## config.mk

```make
export PLATFORM = sky130hd
export DESIGN_NAME = burst_seq_top
export DESIGN_NICKNAME = d
export VERILOG_FILES = /design/src/rtl/burst_seq_pkg.sv /design/src/rtl/burst_seq_ctrl.sv /design/src/rtl/burst_seq_dp.sv /design/src/rtl/burst_seq_top.sv
export SDC_FILE = /design/constraint.sdc
export NUM_CORES = 1
export LEC_CHECK = 0
export BUFFER_PORTS_ARGS = -buffer_cell sky130_fd_sc_hd__buf_2
export CAP_MARGIN = 10
export CORE_MARGIN = 5
export CORE_UTILIZATION = 44
export DETAILED_ROUTE_END_ITERATION = 6
export GPL_TIMING_DRIVEN = 0
export PLACE_DENSITY = 0.73
export SKIP_LAST_GASP = 1
export SYNTH_ARGS = -nofsm -noshare
export SYNTH_HDL_FRONTEND = slang
export SYNTH_SLANG_ARGS = --single-unit
```

## constraint.sdc

```tcl
create_clock -name clk -period 1.04 [get_ports clk]
set_input_delay 0.104 -clock clk [delete_from_list [all_inputs] [get_ports clk]]
set_output_delay 0.104 -clock clk [all_outputs]
set_load 0.05 [all_outputs]
```

## src/rtl/burst_seq_pkg.sv

```systemverilog
package burst_seq_pkg;

  // Strobes from control to datapath
  typedef struct packed {
    logic load;  // capture a new address, clear the beat
    logic step;  // advance the beat by one
  } seqStrobe_t;

  typedef enum logic {
    ORDER_LINEAR = 1'b0,
    ORDER_INTERLEAVED = 1'b1
  } burstOrder_e;

endpackage

```

## src/rtl/burst_seq_ctrl.sv

```systemverilog
module burst_seq_ctrl
  import burst_seq_pkg::*;
(
  input  logic       clk,
  input  logic       rstN,
  input  logic       loadStb,
  input  logic       advN,
  output seqStrobe_t strb
);

  // A load takes priority; an advance in the same cycle is dropped
  always_comb begin
    strb.load = loadStb;
    strb.step = !loadStb && !advN;
  end

  // a load never coincides with a step
  a_r3_load_blocks_step: assert property (@(posedge clk) disable iff (!rstN)
    loadStb |-> !strb.step);

  // advance low without a load always produces a step
  a_r6_adv_steps: assert property (@(posedge clk) disable iff (!rstN)
    (!loadStb && !advN) |-> strb.step);

endmodule

```

## src/rtl/burst_seq_dp.sv

```systemverilog
module burst_seq_dp
  import burst_seq_pkg::*;
#(
  parameter int ADDR_W = 18,
  parameter int LOW_W  = 2
) (
  input  logic              clk,
  input  logic              rstN,
  input  seqStrobe_t        strb,
  input  logic [ADDR_W-1:0] addrIn,
  input  logic              modeSel,
  output logic [ADDR_W-1:0] effAddr
);

  localparam int UP_W = ADDR_W - LOW_W;

  logic [LOW_W-1:0] startReg;
  logic [LOW_W-1:0] beatCnt;
  logic [LOW_W-1:0] lowLin;
  logic [LOW_W-1:0] lowIlv;
  logic [LOW_W-1:0] lowSel;

  always_ff @(posedge clk or negedge rstN) begin
    if (!rstN) begin
      startReg <= '0;
      beatCnt  <= '0;
    end else if (strb.load) begin
      startReg <= addrIn[LOW_W-1:0];
      beatCnt  <= '0;
    end else if (strb.step) begin
      beatCnt  <= beatCnt + 1'b1;  // natural wrap at 2**LOW_W
    end
  end

  always_comb begin
    lowLin = startReg + beatCnt;
    lowIlv = startReg ^ beatCnt;
    lowSel = (burstOrder_e'(modeSel) == ORDER_INTERLEAVED) ? lowIlv : lowLin;
  end

  generate
    if (UP_W > 0) begin : g_upper
      logic [UP_W-1:0] upperReg;
      always_ff @(posedge clk or negedge rstN) begin
        if (!rstN)          upperReg <= '0;
        else if (strb.load) upperReg <= addrIn[ADDR_W-1:LOW_W];
      end
      assign effAddr = {upperReg, lowSel};

      // upper bits change only on a load
      a_r9_upper_stable: assert property (@(posedge clk) disable iff (!rstN)
        !strb.load |=> $stable(upperReg));
    end else begin : g_noupper
      assign effAddr = lowSel;
    end
  endgenerate

  // a load leaves the beat at zero
  a_r2_load_clears_beat: assert property (@(posedge clk) disable iff (!rstN)
    strb.load |=> (beatCnt == '0));

  // a step moves the beat on by one
  a_r6_step_incr: assert property (@(posedge clk) disable iff (!rstN)
    (strb.step && !strb.load) |=> (beatCnt == $past(beatCnt) + 1'b1));

  // with no strobe the beat and start offset hold
  a_r7_hold: assert property (@(posedge clk) disable iff (!rstN)
    (!strb.step && !strb.load) |=> ($stable(beatCnt) && $stable(startReg)));

  // the last beat wraps to zero
  a_r8_wrap: assert property (@(posedge clk) disable iff (!rstN)
    (strb.step && !strb.load && (beatCnt == '1)) |=> (beatCnt == '0));

endmodule

```

## src/rtl/burst_seq_top.sv

```systemverilog
module burst_seq_top
  import burst_seq_pkg::*;
#(
  parameter int ADDR_W = 18,
  parameter int LOW_W  = 2
) (
  input  logic              clk,
  input  logic              rstN,
  input  logic              loadStb,
  input  logic [ADDR_W-1:0] addrIn,
  input  logic              advN,
  input  logic              modeSel,
  output logic [ADDR_W-1:0] effAddr
);

  seqStrobe_t strb;

  burst_seq_ctrl u_ctrl (
    .clk     (clk),
    .rstN    (rstN),
    .loadStb (loadStb),
    .advN    (advN),
    .strb    (strb)
  );

  burst_seq_dp #(
    .ADDR_W (ADDR_W),
    .LOW_W  (LOW_W)
  ) u_dp (
    .clk     (clk),
    .rstN    (rstN),
    .strb    (strb),
    .addrIn  (addrIn),
    .modeSel (modeSel),
    .effAddr (effAddr)
  );

  // after a load the port shows the captured address
  a_r10_load_shows_addr: assert property (@(posedge clk) disable iff (!rstN)
    (loadStb && $stable(modeSel)) |=> (effAddr == $past(addrIn)));

  // never both strobes at once
  a_r10_strobe_excl: assert property (@(posedge clk) disable iff (!rstN)
    $onehot0({strb.load, strb.step}));

endmodule

```

---- After elaboration in Yosys (flattened, before gate mapping) ----
Index checks and enable logic that the tools add are counted.
W data, S select, Z words.
word-level totals
  flip-flop bits (word level) ............. 20
  bits of input ports ..................... 23
  output and inout port bits .............. 18
  word-level logic and storage cells ...... 13
cells by class
  add/sub/neg operators ................... 2
  multiplexer cells ....................... 3
  bitwise logic cells ..................... 1
  reductions and logical operators ........ 4
operators by type and width
  kind                   count
  $mux W2                3
  $add A2 B1 Y2 const B  1
  $add A2 B2 Y2          1
  $logic_not A1 Y1       2
  $reduce_bool A2 Y1     1
  $xor A2 B2 Y2          1
  $logic_and A1 B1 Y1    1

---- Longest topological paths before layout ----
Gate-level depths: netlist of the first run.
  word-level depth ........................ 4
  gate-level depth with buffers ........... 3
  depth with buffers taken out ............ 3

---- Modules after synthesis ----
Synthesis of the first run repeated with hierarchy kept, for this count alone.
unflattened totals
  cells, all modules ...................... 51
  area total of the unflattened synthesis .. 875.8 sq um
modules (own cells, without submodules)
  module          times used  cells an instance  area an instance (sq um)  sequential area each (sq um)
  burst_seq_dp    1           49                 864.6                     500.5
  burst_seq_ctrl  1           2                  11.3                      0.0

---- Least setup slack after synthesis of the first run ----
No wires, ideal clock.
  path kind ............................... reg-to-output
  start point ............................. register u_dp.beatCnt[0]
  end point ............................... output effAddr[1]
  arrival ................................. 1.499 ns
  data required time ...................... 0.936 ns
  setup slack ............................. -0.563 ns
  stages on the path, launching flop included .. 4
  buffers on the path ..................... 0
  cell sequence ........................... dfrtp_1 > ha_1 > nor2b_1 > xnor2_1
on the way
  cells in the longest elaborated chain, start to end .. 2
ends and longest elaborated chain
  what                    RTL line             source
  start, declared         burst_seq_dp.sv:18   logic [LOW_W-1:0] beatCnt;
  start signal, assigned  burst_seq_dp.sv:31   beatCnt <= beatCnt + 1'b1;
  $add A2 B2 Y2           burst_seq_dp.sv:36   lowLin = startReg + beatCnt;
  $mux W2                 burst_seq_dp.sv:38   lowSel = (burstOrder_e'(modeSel) == ORDER_INTERLEAVED) ? lowIlv : lowLin;
  end, declared           burst_seq_top.sv:13  output logic [ADDR_W-1:0] effAddr
No other way between the ends.

---- Final worst setup path of the first run ----
Ends and elaborated chain as after synthesis.

==> flow_summary_export.csv, run 1 <==
group,metric,value,unit
run_status,status,"finished, violations left",
run_status,violations,"setup timing",
synth,yosysUniqueCellTypes,9,
synth,syn_area,861,µm²
synth,synthCells,49,
detailed_routing,drc_errors,0,
worst_setup_path,crit_slowest_cell,"dfrtp_1",
detailed_routing,dr.pass1.iters,2,
die,dieArea,0.00294,mm²
cts,numCtsBuffers,3,
synth,synth_area_leader_cell,"dfrtp_1",
sta,rsz0062_at_grt,"yes",
sta,hold_slack,31.1,ps
worst_setup_path,critPathMaxStageDelay,430,ps
synth,yosysTopAreaCellShare,0.581,
detailed_routing,wl,1750,µm
sta,timing.fmax,701,MHz
die,ios,41,
die,die_y,54.2,µm
cts,clock_latency,290,ps
power_and_ir_drop,ir_drop,1.16,mV
sta,relSlewSlack,0.713,
cells_and_area,final_cells,124,
cts,path_clk_slew,110,ps
place,portBuffers,39,
cts,clockBufferDepth,2,
power_and_ir_drop,p_leak,0.660,nW
power_and_ir_drop,cellPowerDensity,1740,mW/mm²
worst_setup_path,critPathKind,"reg -> out",
global_route,grt_util_met3,0.0354,
worst_hold_path,hp-class,"in -> reg",
place,placedCellCount,115,
worst_setup_path,worstPathCellList,"ha_4, nor2b_4, xnor2_4, buf_6",
worst_setup_path,worst-path-max-fanout,2,
die,die_w,54.2,µm
worst_setup_path,end_kind,"output port",
sta,timing.final.crit_share,1.37,
die,fp.coreArea,0.00192,mm²
sta,final-hold-violation-count,0,
synth,synth_nets,73,
worst_setup_path,rrSetupSlack,-140,ps
global_route,grt_pass1_vias,625,
synth,synth-seq-cells,20,
cells_and_area,n_antenna_cell,0,
worst_setup_path,cp.required,940,ps
global_route,grt_busiest_layer,"met2",
global_route,grt_max_degree,21,
cts,clkSinkCount,20,
detailed_routing,vias_per_cell,4.52,
synth,synth_area_leaders,"dfrtp_1 (58%), mux2_4 (31%), xnor2_1 (3.1%)",
cts,cts_root_buffer,"clkbuf_4",
synth,ys_warn_count,0,
sta,setup_slack,-387,ps
global_route,grt_util_met2,0.213,
place,post-place-ws,-250,ps
cells_and_area,nets,122,
flow_run,maxCapViolCount,0,
cells_and_area,area_growth,50.3,%
cts,h-tree-depth,1,
detailed_routing,routedWlPerCell,14.1,µm
sta,maxSlewViolCount,0,
global_route,grt_first_pass_wirelength,2710,µm
sta,worstMarginPinSlew,431,ps
synth,synth.avg_cell_area,17.6,µm²
detailed_routing,antenna_left,0,
place,gp_congestion,0.565,
die,initial_core_util,0.448,
detailed_routing,drt-initial-drc-count,2,
cells_and_area,drive_above_1_share,0.742,
die,num_rows,16,
sta,fin_skew,0.0620,ps
global_route,antenna_found_initial,0,
cells_and_area,fin_util,0.673,
power_and_ir_drop,report.power.total,2.25,mW
global_route,track_usage,0.130,
place,hpwl,1270,µm
global_route,use_met1,0.163,
global_route,grt_overflow,0,
worst_setup_path,start_kind,"flop",
worst_setup_path,arrival,1320,ps
sta,layout_min_cycle_time,1430,ps
sta,finalSetupViolCount,3,
synth,ys_seq_area_frac,0.581,
detailed_routing,route.vias.total,561,
cts,tritoncts,"built",
-- worst max-delay path: cells and delay by family, from the launching register on --
| kind | cells | cell delay, ps |
|---|---|---|
| buffers and inverters | 1 | 170 |
| flip-flops | 1 | 430 |
| XOR/XNOR | 1 | 130 |
| AND/OR/NAND/NOR | 1 | 130 |
| adder cells (fa/ha/maj) | 1 | 170 |
-- final cells by class --
cell class	instances	area (µm²)
Tap cell	27	33.8
Clock buffer	3	22.5
Clock inverter	1	30.0
Buffer	2	22.5
Multi-Input combinational cell	27	389
Timing Repair Buffer	44	295
Sequential cell	20	500
Fill cell	150	628
-- cells by family after synthesis --
kind of cell	share of synthesized area
xor gates and xnor gates	0.0305
adders and majority gates	0.0145
buffers and inverters	0.0262
DFF	0.581
and+or+nand+nor	0.0334
muxes	0.314
-- where the power goes --
| part | internal [mW] | leakage (nW) | switching [mW] | total (mW) |
|---|---|---|---|---|
| sequential | 0.853 | 0.237 | 0.0519 | 0.905 |
| combinational | 0.318 | 0.396 | 0.409 | 0.727 |
| clock | 0.389 | 0.0279 | 0.232 | 0.621 |
-- per-layer routing --
metal  share of wire  up-vias
met4               0        0
met2            0.50       29
met1            0.41      269
met3           0.087        0
li1                -      263
met5               0        -
-- Yosys cell counts --
master and instances:
ha_1 1, and2b_1 1, buf_6 2, mux2_4 18, xnor2_1 3, nor2_1 1, dfrtp_1 20, nor2b_1 2
nor3_1 1
-- final timing paths --
| check | end | cells after the start | from |
|---|---|---|---|
| min in group asynchronous | u_dp.g_upper.upperReg[1] | 2 | rstN |
| worst max register to register | u_dp.beatCnt[1] | 5 | u_dp.beatCnt[0] |
| worst min register to register | u_dp.g_upper.upperReg[8] | 1 | u_dp.g_upper.upperReg[8] |
| max in group asynchronous | u_dp.g_upper.upperReg[3] | 2 | rstN |
| worst max-delay path | effAddr[1] | 4 | u_dp.beatCnt[0] |
| worst min-delay path | u_dp.g_upper.upperReg[0] | 2 | addrIn[2] |
-- flip-flops by register name, summed over array words and instances, names as in the netlist --
register	count
u_dp.g_upper.upperReg	16
u_dp.startReg	2
u_dp.beatCnt	2
-- what timing repair did --
item	CTS	global route
setup endpoints to repair	14	9
pin swaps	3	4
resized for setup	19	7
hold endpoints to repair	20	0
hold buffers	1	0
buffers inserted	1	3
-- through the flow --
| stage | instance area (µm²) | setup TNS, ps |
|---|---|---|
| after detailed placement | 1120 | -262 |
| final | 1290 | -740 |
| after global routing | 1290 | -966 |
| after global placement | 1120 | -247 |
| after CTS | 1250 | -648 |
| after floorplan | 890 | -83.9 |
-- layout by cell type, fill, tap and decap left out --
| cell type | n |
|---|---|
| xnor2_4 | 1 |
| dlygate4sd3_1 | 1 |
| nor3_2 | 1 |
| and2b_1 | 1 |
| buf_8 | 1 |
| clkbuf_4 | 6 |
| nor2b_1 | 1 |
| xnor2_2 | 1 |
| ha_4 | 1 |
| bufinv_16 | 1 |
| nor2_1 | 1 |
| buf_4 | 16 |
| nor2b_4 | 1 |
| dfrtp_1 | 20 |
| xnor2_1 | 1 |
| buf_6 | 4 |
| mux2_4 | 18 |
| buf_2 | 21 |
No activity file was read; power rests on OpenSTA's default activity.
==> run 2: changes to the inputs <==
- CORE_MARGIN: 5 -> default
==> flow_summary_export.csv, run 2 (same netlist as run 1, synthesis figures left out) <==
group,metric,value,unit
sta,final-hold-violation-count,0,
worst_setup_path,worst-path-max-fanout,2,
cts,cts_root_buffer,"clkbuf_4",
die,dieArea,0.00214,mm²
cts,h-tree-depth,1,
global_route,antenna_found_initial,0,
cts,numCtsBuffers,3,
cells_and_area,fin_area,0.00127,mm²
cells_and_area,layout_commonest_cell,"buf_2",
worst_setup_path,end_kind,"output port",
cells_and_area,area_growth,47.7,%
die,initial_core_util,0.483,
global_route,grt_overflow,0,
cells_and_area,nets,122,
power_and_ir_drop,ir_drop,1.19,mV
cts,path_clk_slew,110,ps
place,post-place-ws,-229,ps
detailed_routing,route.vias.total,562,
worst_setup_path,arrival,1310,ps
worst_setup_path,critPathMaxStageDelay,410,ps
detailed_routing,routedWlPerCell,13.4,µm
worst_setup_path,critical_path_buf_inv_count,1,
cells_and_area,final_cell_mix,"buf_2 (21), buf_4 (20), dfrtp_1 (20)",
power_and_ir_drop,p_leak,0.653,nW
cells_and_area,largest_reg_flops,16,
run_status,status,"finished, violations left",
sta,timing.fmax,705,MHz
sta,finalSetupViolCount,3,
power_and_ir_drop,internal_power,1.38,mW
cts,clockBufferDepth,2,
power_and_ir_drop,clkPwrFrac,0.215,
place,placed_cell_area,0.00112,mm²
global_route,grt_max_degree,21,
worst_hold_path,hp-class,"in -> reg",
sta,fin_skew,0.137,ps
power_and_ir_drop,cellPowerDensity,1630,mW/mm²
sta,relSlewSlack,0.703,
sta,layout_min_cycle_time,1420,ps
global_route,grt_first_pass_wirelength,2500,µm
detailed_routing,drc_errors,0,
detailed_routing,antenna_left,0,
worst_setup_path,worstPathCellList,"ha_4, nor2b_4, xnor2_4, buf_6",
die,num_rows,15,
detailed_routing,wl,1640,µm
place,gp_congestion,0.643,
place,hpwl,1040,µm
cts,clkSinkCount,20,
die,ios,41,
cells_and_area,largest_register,"u_dp.g_upper.upperReg",
die,die_y,46.2,µm
sta,rsz0062_at_grt,"yes",
global_route,track_usage,0.174,
worst_setup_path,critPathKind,"reg -> out",
power_and_ir_drop,sw_frac_of_total,0.333,
sta,timing.final.crit_share,1.36,
place,portBuffers,39,
die,die_w,46.2,µm
power_and_ir_drop,p_sw,692,µW
worst_setup_path,crit_family,"flip-flops",
flow_run,maxCapViolCount,0,
cells_and_area,fill_cells,131,
place,placedCellCount,113,
cells_and_area,drive_above_1_share,0.742,
cells_and_area,final_cells,122,
power_and_ir_drop,seqPwrFrac,0.435,
sta,setup_slack,-379,ps
sta,hold_slack,27.3,ps
worst_setup_path,start_kind,"flop",
global_route,grt_pass1_vias,564,
detailed_routing,vias_per_cell,4.61,
cells_and_area,top_regs,"u_dp.g_upper.upperReg: 16 flops, u_dp.beatCnt: 2 flops, u_dp.startReg: 2 flops",
detailed_routing,drt-initial-drc-count,1,
cells_and_area,n_antenna_cell,0,
cts,tritoncts,"built",
cts,clock_latency,290,ps
die,fp.coreArea,0.00178,mm²
power_and_ir_drop,report.power.total,2.08,mW
worst_setup_path,crit_slowest_cell,"dfrtp_1",
worst_setup_path,cp.required,940,ps
run_status,violations,"setup timing",
power_and_ir_drop,comb_power_share,0.350,
sta,maxSlewViolCount,0,
detailed_routing,dr.pass1.iters,2,
sta,worstMarginPinSlew,445,ps
==> run 2: cell count changes in the layout (fill, tap and decap cells not counted) <==
cell,change
buf_6,-1
clkbuf_4,-3
bufinv_16,-1
buf_4,+4
clkbuf_8,+1
==> run 2: layout make-up <==
cell class / count / area (µm²) / area share
flip-flops and latches: 20 / 500 / 0.394
multi-input cells: 27 / 389 / 0.306
repair buffers: 44 / 292 / 0.229
clock buffers: 4 / 36.3 / 0.0285
well taps: 25 / 31.3 / 0.0246
plain buffers: 2 / 22.5 / 0.0177
==> run 2: through the flow <==
stage / util / setup TNS [ps]
final: 0.713 / -593
after global routing: 0.713 / -770
after CTS: 0.687 / -651
after detailed placement: 0.626 / -236
after global placement: 0.626 / -230
after floorplan: - / -83.9
==> run 2: metal layers <==
layer	track usage	vias to the layer above	wire, µm
li1	-	262	-
met1	0.198	279	694
met2	0.299	19	866
met3	0.0706	2	68
met4	0.0529	0	10
met5	0	-	0
==> run 2: repair_timing <==
action | CTS | global route
hold endpoints to repair | 20 | 0
pin swaps | 2 | 1
setup endpoints to repair | 13 | 10
gates resized for setup | 16 | 13
setup buffers | 2 | 2
hold buffers | 1 | 0
==> run 2: worst paths after layout <==
path / start / endpoint / slack [ps] / cells after the start
worst max register to register: u_dp.beatCnt[0] / u_dp.beatCnt[1] / -10 / 4
worst min-delay path: addrIn[9] / u_dp.g_upper.upperReg[7] / 30 / 2
max in group asynchronous: rstN / u_dp.beatCnt[1] / 470 / 2
worst max-delay path: u_dp.startReg[0] / effAddr[1] / -380 / 4
min in group asynchronous: rstN / u_dp.g_upper.upperReg[15] / 260 / 2
worst min register to register: u_dp.g_upper.upperReg[8] / u_dp.g_upper.upperReg[8] / 520 / 1
==> run 2: power groups by stage <==
| stage | logic (mW) | clock network, mW | registers (mW) |
|---|---|---|---|
| 3_5_place_dp | 0.622 | 0 | 0.909 |
| 3_3_place_gp | 0.619 | 0 | 0.906 |
| 2_1_floorplan | 0.254 | 0 | 1.13 |
| 5_1_grt | 0.762 | 0.493 | 0.911 |
| 6_report | 0.726 | 0.447 | 0.904 |
| 4_1_cts | 0.693 | 0.463 | 0.900 |
==> run 3: changes to the inputs <==
- CORE_ASPECT_RATIO: default -> 2
- CORE_UTILIZATION: 44 -> 25
- PLACE_DENSITY: 0.73 -> 0.44
==> flow_summary_export.csv, run 3 (same netlist as run 1, synthesis figures left out) <==
group,metric,value,unit
sta,finalSetupViolCount,2,
cells_and_area,nets,121,
sta,rsz0062_at_grt,"yes",
cells_and_area,largest_reg_flops,16,
run_status,status,"finished, violations left",
run_status,violations,"DRC, setup timing",
cells_and_area,final_cell_mix,"buf_2 (37), dfrtp_1 (20), mux2_4 (18)",
worst_hold_path,hp-class,"in -> reg",
cts,numCtsBuffers,3,
place,gp_congestion,0.685,
detailed_routing,routedWlPerCell,12.9,µm
die,initial_core_util,0.267,
die,die_y,85.0,µm
worst_setup_path,worst-path-max-fanout,2,
detailed_routing,vias_per_cell,4.35,
detailed_routing,drc_errors,4,
detailed_routing,antenna_left,0,
power_and_ir_drop,p_leak,0.642,nW
global_route,grt_max_degree,21,
cells_and_area,n_antenna_cell,0,
sta,worstMarginPinSlew,450,ps
sta,maxSlewViolCount,0,
worst_setup_path,arrival,1250,ps
power_and_ir_drop,ir_drop,0.976,mV
flow_run,maxCapViolCount,0,
die,die_w,43.5,µm
sta,layout_min_cycle_time,1350,ps
detailed_routing,wl,1640,µm
cts,clock_latency,250,ps
cts,clockBufferDepth,2,
sta,timing.final.crit_share,1.30,
global_route,grt_first_pass_wirelength,2710,µm
sta,timing.fmax,738,MHz
sta,relSlewSlack,0.700,
cts,path_clk_slew,70,ps
detailed_routing,route.vias.total,552,
sta,fin_skew,0.0642,ps
cells_and_area,area_growth,44.6,%
worst_setup_path,r2r_cells,4,
sta,final-hold-violation-count,0,
cells_and_area,drive_above_1_share,0.729,
worst_hold_path,worstHoldPathCells,2,
global_route,antenna_found_initial,0,
power_and_ir_drop,cellPowerDensity,1720,mW/mm²
die,ios,41,
place,portBuffers,39,
cells_and_area,fin_util,0.386,
detailed_routing,drt-initial-drc-count,5,
die,dieArea,0.00370,mm²
detailed_routing,dr.pass1.iters,5,
worst_setup_path,cp.required,940,ps
sta,fin_tns_setup,-457,ps
global_route,track_usage,0.0989,
place,hpwl,1270,µm
cts,cts_root_buffer,"clkbuf_8",
cells_and_area,top_regs,"u_dp.g_upper.upperReg: 16 flops, u_dp.beatCnt: 2 flops, u_dp.startReg: 2 flops",
worst_setup_path,critPathKind,"reg -> out",
cells_and_area,fill_cells,309,
worst_setup_path,start_kind,"flop",
global_route,grt_pass1_vias,610,
cells_and_area,layout_commonest_cell,"buf_2",
die,fp.coreArea,0.00323,mm²
cts,h-tree-depth,1,
cells_and_area,largest_register,"u_dp.g_upper.upperReg",
sta,setup_slack,-315,ps
die,num_rows,29,
cts,tritoncts,"built",
global_route,grt_overflow,0,
worst_setup_path,end_kind,"output port",
cts,clkSinkCount,20,
-- run 3: cell types whose count changed in the layout (fill, tap and decap cells not counted), sizes merged --
| cell | before | now |
|---|---|---|
| buf | 45 | 44 |
-- run 3: path summary, 6_finish.rpt --
| kind | start | end | slack [ps] |
|---|---|---|---|
| worst min-delay path | addrIn[17] | u_dp.g_upper.upperReg[15] | 80 |
| worst max register to register | u_dp.beatCnt[0] | u_dp.beatCnt[1] | 20 |
| worst min register to register | u_dp.g_upper.upperReg[4] | u_dp.g_upper.upperReg[4] | 500 |
| min in group asynchronous | rstN | u_dp.g_upper.upperReg[10] | 330 |
| worst max-delay path | u_dp.startReg[1] | effAddr[1] | -310 |
| max in group asynchronous | rstN | u_dp.g_upper.upperReg[6] | 400 |
-- run 3: power by group --
group | internal (mW) | switching [mW]
combinational | 0.275 | 0.403
clock | 0.336 | 0.228
sequential | 0.854 | 0.0466
-- run 3: area by class of cell --
type	count	area, µm²	share of cell area
sequential	20	500	0.402
multi-input combinational	27	384	0.309
buffer	2	22.5	0.0181
timing repair buffer	43	244	0.196
tap	31	38.8	0.0312
clock buffer	4	55.1	0.0442
-- run 3: metrics by stage --
step | power (mW) | hold slack (ps) | worst slack [ps] | instance area, µm² | instances
3_5_place_dp | 1.54 | 83.5 | -253 | 1120 | 119
3_3_place_gp | 1.53 | 78.3 | -260 | 1120 | 119
2_1_floorplan | 1.39 | -192 | -83.9 | 890 | 49
5_1_grt | 2.25 | 69.4 | -368 | 1240 | 127
6_report | 2.14 | 82.9 | -315 | 1240 | 127
4_1_cts | 2.19 | 74.3 | -330 | 1240 | 127
-- run 3: metal layers --
| metal | global-route usage | part of all wire | vias up | routed length, µm |
|---|---|---|---|---|
| li1 | - | - | 259 | - |
| met1 | 0.0956 | 0.35 | 274 | 572 |
| met2 | 0.180 | 0.58 | 17 | 949 |
| met3 | 0.0213 | 0.054 | 2 | 89 |
| met4 | 0.0597 | 0.019 | 0 | 32 |
| met5 | 0 | 0 | - | 0 |
-- run 3: worst max-delay path, stage by stage, from the launching register on --
cell and delay (ps):
dfrtp_1 410, xnor2_2 280, xnor2_4 150, buf_6 170
-- run 3: timing repair --
action | CTS | global route
hold buffers | 1 | 0
setup endpoints to repair | 2 | 3
gates cloned | 0 | 0
setup buffers | 3 | 0
pin swaps | 3 | 0
endpoints found under the hold margin | 20 | 0
gates resized for setup | 7 | 0
